`src/rtl/gid_pkg.sv`:
```
package gid_pkg;

   // Encoding is {level_select, invert}; the detector decodes it per pin.
   typedef enum logic [1:0] {
      TRIG_RISE = 2'b00,
      TRIG_FALL = 2'b01,
      TRIG_LOW  = 2'b10,
      TRIG_HIGH = 2'b11
   } trig_mode_e;

   function automatic trig_mode_e mode_of(input logic lvl, input logic inv);
      return trig_mode_e'({lvl, inv});
   endfunction

endpackage

```
`src/rtl/gid_sync.sv`:
```
module gid_sync #(
   parameter int WIDTH  = 8,
   parameter int STAGES = 2
) (
   input  logic             clk,
   input  logic             rst_n,
   input  logic [WIDTH-1:0] d_i,
   output logic [WIDTH-1:0] q_o
);

   logic [WIDTH-1:0] stage_q [STAGES];

   for (genvar s = 0; s < STAGES; s++) begin : g_stage
      if (s == 0) begin : g_first
         always_ff @(posedge clk or negedge rst_n) begin
            if (!rst_n) stage_q[s] <= '0;
            else        stage_q[s] <= d_i;
         end
      end else begin : g_next
         always_ff @(posedge clk or negedge rst_n) begin
            if (!rst_n) stage_q[s] <= '0;
            else        stage_q[s] <= stage_q[s-1];
         end
      end
   end

   assign q_o = stage_q[STAGES-1];

endmodule

```
`src/rtl/gid_detect.sv`:
```
module gid_detect
   import gid_pkg::*;
#(
   parameter int WIDTH = 8
) (
   input  logic             clk,
   input  logic             rst_n,
   input  logic [WIDTH-1:0] cur_i,
   input  logic [WIDTH-1:0] lvl_i,
   input  logic [WIDTH-1:0] inv_i,
   input  logic [WIDTH-1:0] qual_i,
   output logic [WIDTH-1:0] evt_o
);

   // Last synchronised level; tracked regardless of qualification so that
   // enabling sensing on a steady pin never fakes an edge.
   logic [WIDTH-1:0] prev_q;

   always_ff @(posedge clk or negedge rst_n) begin
      if (!rst_n) prev_q <= '0;
      else        prev_q <= cur_i;
   end

   for (genvar p = 0; p < WIDTH; p++) begin : g_pin
      logic hit;
      always_comb begin
         case (mode_of(lvl_i[p], inv_i[p]))
            TRIG_RISE: hit = cur_i[p] & ~prev_q[p];
            TRIG_FALL: hit = ~cur_i[p] & prev_q[p];
            TRIG_LOW:  hit = ~cur_i[p];
            TRIG_HIGH: hit = cur_i[p];
            default:   hit = 1'b0;
         endcase
      end
      assign evt_o[p] = hit & qual_i[p];
   end

endmodule

```
`src/rtl/gid_status_word.sv`:
```
module gid_status_word #(
   parameter int WORD_W     = 32,
   parameter int VALID_BITS = 32
) (
   input  logic              clk,
   input  logic              rst_n,
   input  logic [WORD_W-1:0] set_i,
   input  logic              wr_stat_i,
   input  logic              wr_en_i,
   input  logic [WORD_W-1:0] wdata_i,
   output logic [WORD_W-1:0] stat_o,
   output logic [WORD_W-1:0] en_o,
   output logic              pend_o
);

   localparam logic [WORD_W-1:0] VMASK = (VALID_BITS >= WORD_W) ? {WORD_W{1'b1}}
                                        : WORD_W'((64'd1 << VALID_BITS) - 64'd1);

   logic [WORD_W-1:0] stat_q, en_q, clr;

   assign clr = wr_stat_i ? wdata_i : '0;

   always_ff @(posedge clk or negedge rst_n) begin
      if (!rst_n) begin
         stat_q <= '0;
         en_q   <= '0;
      end else begin
         // Set term is OR-ed after the clear so a same-cycle detection wins.
         stat_q <= ((stat_q & ~clr) | set_i) & VMASK;
         if (wr_en_i) en_q <= wdata_i & VMASK;
      end
   end

   assign stat_o = stat_q;
   assign en_o   = en_q;
   assign pend_o = |(stat_q & en_q);

   AST_W1C_CLEARS: assert property (@(posedge clk) disable iff (!rst_n)
      (wr_stat_i && ((wdata_i & set_i) == '0)) |=> ((stat_o & $past(wdata_i)) == '0));

   AST_SET_WINS: assert property (@(posedge clk) disable iff (!rst_n)
      (set_i != '0) |=> ((stat_o & $past(set_i)) == $past(set_i)));

   AST_ENABLE_LOAD: assert property (@(posedge clk) disable iff (!rst_n)
      wr_en_i |=> (en_o == ($past(wdata_i) & VMASK)));

   AST_PAD_BITS_ZERO: assert property (@(posedge clk) disable iff (!rst_n)
      $past(wr_en_i) |-> (((stat_o | en_o) & ~VMASK) == '0));

endmodule

```
`src/rtl/gid_irq_aggregator.sv`:
```
module gid_irq_aggregator #(
   parameter int NUM_PINS    = 95,
   parameter int WORD_W      = 32,
   parameter int SYNC_STAGES = 2
) (
   input  logic                clk,
   input  logic                rst_n,
   input  logic [NUM_PINS-1:0] pin_in,
   input  logic [NUM_PINS-1:0] trig_level,
   input  logic [NUM_PINS-1:0] trig_inv,
   input  logic [NUM_PINS-1:0] use_gpio,
   input  logic [NUM_PINS-1:0] sense_en,
   input  logic [1:0]          bus_sel,
   input  logic                bus_wr_stat,
   input  logic                bus_wr_en,
   input  logic [WORD_W-1:0]   bus_wdata,
   output logic [WORD_W-1:0]   rd_status,
   output logic [WORD_W-1:0]   rd_enable,
   output logic                irq_o
);

   localparam int NUM_WORDS = (NUM_PINS + WORD_W - 1) / WORD_W;
   localparam int PAD_W     = NUM_WORDS * WORD_W;

   if (NUM_PINS < 1 || WORD_W < 1 || WORD_W > 64 || SYNC_STAGES < 2 || NUM_WORDS > 4)
   begin : g_bad_params
      $error("gid_irq_aggregator: unsupported parameter set");
   end

   logic [NUM_PINS-1:0]  pin_sync, qual, evt;
   logic [PAD_W-1:0]     evt_pad, stat_all, en_all;
   logic [NUM_WORDS-1:0] pend;
   logic                 irq_q;

   assign qual = use_gpio & sense_en;

   gid_sync #(.WIDTH(NUM_PINS), .STAGES(SYNC_STAGES)) u_sync (
      .clk   (clk),
      .rst_n (rst_n),
      .d_i   (pin_in),
      .q_o   (pin_sync)
   );

   gid_detect #(.WIDTH(NUM_PINS)) u_detect (
      .clk    (clk),
      .rst_n  (rst_n),
      .cur_i  (pin_sync),
      .lvl_i  (trig_level),
      .inv_i  (trig_inv),
      .qual_i (qual),
      .evt_o  (evt)
   );

   assign evt_pad = PAD_W'(evt);

   for (genvar w = 0; w < NUM_WORDS; w++) begin : g_word
      localparam int VB = ((NUM_PINS - w * WORD_W) >= WORD_W) ? WORD_W
                        : (NUM_PINS - w * WORD_W);
      logic hit;
      assign hit = (bus_sel == 2'(w));

      gid_status_word #(.WORD_W(WORD_W), .VALID_BITS(VB)) u_word (
         .clk       (clk),
         .rst_n     (rst_n),
         .set_i     (evt_pad[w*WORD_W +: WORD_W]),
         .wr_stat_i (bus_wr_stat & hit),
         .wr_en_i   (bus_wr_en & hit),
         .wdata_i   (bus_wdata),
         .stat_o    (stat_all[w*WORD_W +: WORD_W]),
         .en_o      (en_all[w*WORD_W +: WORD_W]),
         .pend_o    (pend[w])
      );
   end

   always_comb begin
      rd_status = '0;
      rd_enable = '0;
      for (int w = 0; w < NUM_WORDS; w++) begin
         if (bus_sel == 2'(w)) begin
            rd_status = stat_all[w*WORD_W +: WORD_W];
            rd_enable = en_all[w*WORD_W +: WORD_W];
         end
      end
   end

   always_ff @(posedge clk or negedge rst_n) begin
      if (!rst_n) irq_q <= 1'b0;
      else        irq_q <= |pend;
   end

   assign irq_o = irq_q;

   AST_IRQ_RISES: assert property (@(posedge clk) disable iff (!rst_n)
      (|(stat_all & en_all)) |=> irq_o);

   AST_IRQ_FALLS: assert property (@(posedge clk) disable iff (!rst_n)
      !(|(stat_all & en_all)) |=> !irq_o);

   AST_UNQUALIFIED_QUIET: assert property (@(posedge clk) disable iff (!rst_n)
      ((stat_all[NUM_PINS-1:0] & ~$past(stat_all[NUM_PINS-1:0]) & ~$past(qual)) == '0));

endmodule

```
`config.mk`:
```
export PLATFORM = sky130hd
export DESIGN_NAME = gid_irq_aggregator
export DESIGN_NICKNAME = d
export VERILOG_FILES = /design/src/rtl/gid_pkg.sv /design/src/rtl/gid_sync.sv /design/src/rtl/gid_detect.sv /design/src/rtl/gid_status_word.sv /design/src/rtl/gid_irq_aggregator.sv
export SDC_FILE = /design/constraint.sdc
export NUM_CORES = 1
export LEC_CHECK = 0
export ABC_AREA = 1
export BUFFER_PORTS_ARGS = -buffer_cell sky130_fd_sc_hd__buf_2
export CAP_MARGIN = 25
export CORE_AREA = 3 3 226 228
export CTS_CLUSTER_DIAMETER = 200
export DETAILED_ROUTE_END_ITERATION = 10
export DIE_AREA = 0 0 229 231
export HOLD_SLACK_MARGIN = 0.15
export PLACE_DENSITY_LB_ADDON = 0.25
export SYNTH_ARGS = -nofsm -noshare
export SYNTH_HDL_FRONTEND = slang
export SYNTH_SLANG_ARGS = --single-unit
```
`constraint.sdc`:
```
create_clock -name clk -period 2.3 [get_ports clk]
set_input_delay 0.46 -clock clk [delete_from_list [all_inputs] [get_ports clk]]
set_output_delay 0.46 -clock clk [all_outputs]
set_load 0.02 [all_outputs]
```
==> metrics.txt <==
status complete, no violations; post-DP HPWL 48.90 mm; DRC viols 0; Routed Wire Length 66.12 mm; leading post-synthesis cells by cell area dfrtp_1, nand2_1, inv_1, o21ai_1, nand3_1; total CTS buffers 50; leakage 13.55 nW; global route total overflow 0; actual slew at the worst max-slew pin 771.4 ps; FILL cells 4461; max_slew headroom 48.57%; max-cap viol count 0; commonest non-fill, non-tap cell in the layout buf_2; Setup Crit Path Kind primary input to output port; number of global-route vias before repair 19024; top fanout value on the critical path 66; final setup vio count 0; Placed Cells 3390; top cell type by total area after synthesis dfrtp_1; Final Non-Filler Cells 3710; Hold WS 183.3 ps; Max Clk Rate 498.4 MHz; fin crit period 2006 ps; 1st-pass router iterations 5; Worst setup SP type primary input; Yosys reg bits 476; Synthesis Warnings 0; Pwr Density 792.1 nW/um2; DIE AREA 52900 um2; setup TNS 0 ps; via count 18499; CTS tree built; Bufs on Longest Clock Path 3; io pins 578; final hold vios 0; CP endpoint kind output port; Sink Count 476; Post-DP Area 23120 um2; sequential share of power 46.2%; Clk pwr share 37.4%; DR WL/cell 17.82 um; largest net degree at the start of global routing 71; Final Wtd Congestion 0.9219; post-synth top area share 61.86%; Final WS setup 293.6 ps; CTS H-tree lvls 2; switch share 27.94%; Final Net Count 3512; VDD IR max 0.0006266 V; Comb power frac 16.4%; syn_area_per_cell 8.873 um2; Synth cell types 16; most frequent cells in the layout buf_2, nand2_1, dfrtp_1; Slew Limit Fails 0; share of post-route cells with drive strength above 1 22.60%; Starting Density 39.25%; post-DR vias/cell 4.986; final instance area 26970 um2; WP data arrival 1550 ps; sequential share of the synthesized area 61.86%; core area 49050 um2; First DRT Iteration DRCs 1185; RSZ-0062 raised after global routing false; sw power 5.970 mW; die width 229 um; Final Util 54.99%; Reg area 11910 um2; FP Rows 81; Clock Tree Root clkbuf_16; Internal Pwr Total 15.39 mW; synthesized cell area 19250 um2; Total GRT Usage 24.75%; clk_skew 26.11 ps; clk_lat worst skew 580 ps; share of the clock period used by the worst path 87.23%; area grow syn2layout 40.09%; port bufs 577; CTS resizes 0; Reg clk slew, reported paths 60 ps; Final Power 21.37 mW; Mapped Nets 2683; first-pass GRT wire length 103.0 mm; pre-CTS WS 309.8 ps; area occupied by multi-input gates 6177 um2; Antenna Nets Post-Route 0; Hold Crit Class primary input to register; Synth Instances 2170; WP data required 1840 ps; initial antenna violation count 16; chip height 231 um
-- registers in the layout, indices dropped and copies added, names as in the netlist --
signal,count
g_word.u_word.en_o,95
g_word.u_word.stat_o,95
u_detect.prev_q,95
u_sync.q_o,95
u_sync.stage_q,95
irq_o,1
-- critical path: stages --
cell and delay [ps]:
buf_2 120, inv_2 80, nand2_1 70, inv_2 70, buf_12 310, nand2_1 100, nand3_1 100, buf_2 180
-- what timing repair did --
action	CTS	global route
hold buffers	221	0
endpoints found under the hold margin	195	0
buffers inserted	0	0
-- logic make-up (layout without fill, tap and decap cells) --
family | Yosys count | in the layout | share of synthesized area (%)
other | 0 | 10 | 0
AOI/OAI and AO/OA | 460 | 460 | 12.61
and+or+nand+nor | 928 | 928 | 19.34
buffers and inverters | 306 | 1172 | 6.186
DFF | 476 | 476 | 61.86
-- cell usage after synthesis --
cell type / instances
dfrtp_1: 476
a22o_1: 2
o21ai_0: 115
clkbuf_1: 13
inv_2: 2
nand4_1: 19
inv_1: 257
nand2_2: 1
a21oi_1: 78
o22ai_1: 95
o21ai_1: 170
nand3_1: 146
buf_2: 34
nor2_1: 185
nand2_1: 576
nor2_4: 1
-- path summary, 6_finish.rpt --
kind                                                  startpoint                                     to  slack (ps)  cells past startpoint
setup / recovery                                      bus_sel[1]                           rd_enable[7]         290                      8
setup reg to reg           g_word[0].u_word.en_o[30]$_DFFE_PN0P_                        irq_o$_DFF_PN0_         740                      8
min in group asynchronous                                  rst_n          u_sync.stage_q[120]$_DFF_PN0_         380                      2
max in group asynchronous                                  rst_n  g_word[2].u_word.en_o[14]$_DFFE_PN0P_        1080                      3
hold reg to reg                    u_sync.stage_q[165]$_DFF_PN0_               u_sync.q_o[70]$_DFF_PN0_         340                      0
hold / removal                                       use_gpio[0]   g_word[0].u_word.stat_o[0]$_DFF_PN0_         180                      3
-- cell type report --
type	instances	area share, %
repair buffers	824	20.18
diodes	10	0.09277
well taps	664	3.080
flip-flops and latches	476	44.16
clock inverters	12	0.5241
inverters	259	3.604
multi-input cells	1388	22.90
clock buffers	77	5.464
-- power by group through the flow --
stage | clock network [mW] | registers (mW) | logic, mW
2_1_floorplan | 0 | 9.75 | 1.71
3_3_place_gp | 0 | 9.99 | 3.12
3_5_place_dp | 0 | 10.0 | 3.19
4_1_cts | 8.18 | 9.87 | 3.51
5_1_grt | 8.51 | 9.97 | 3.93
6_report | 7.99 | 9.88 | 3.49
-- routing by layer --
metal	up-vias	global-route usage (%)	part of all wire (%)
met5	-	0	0.12
met2	746	41.90	49
met1	8864	31.12	41
li1	8725	-	-
met4	12	8.804	3.3
met3	152	5.898	7.0
Note: power is estimated with default switching activity, not from simulation.
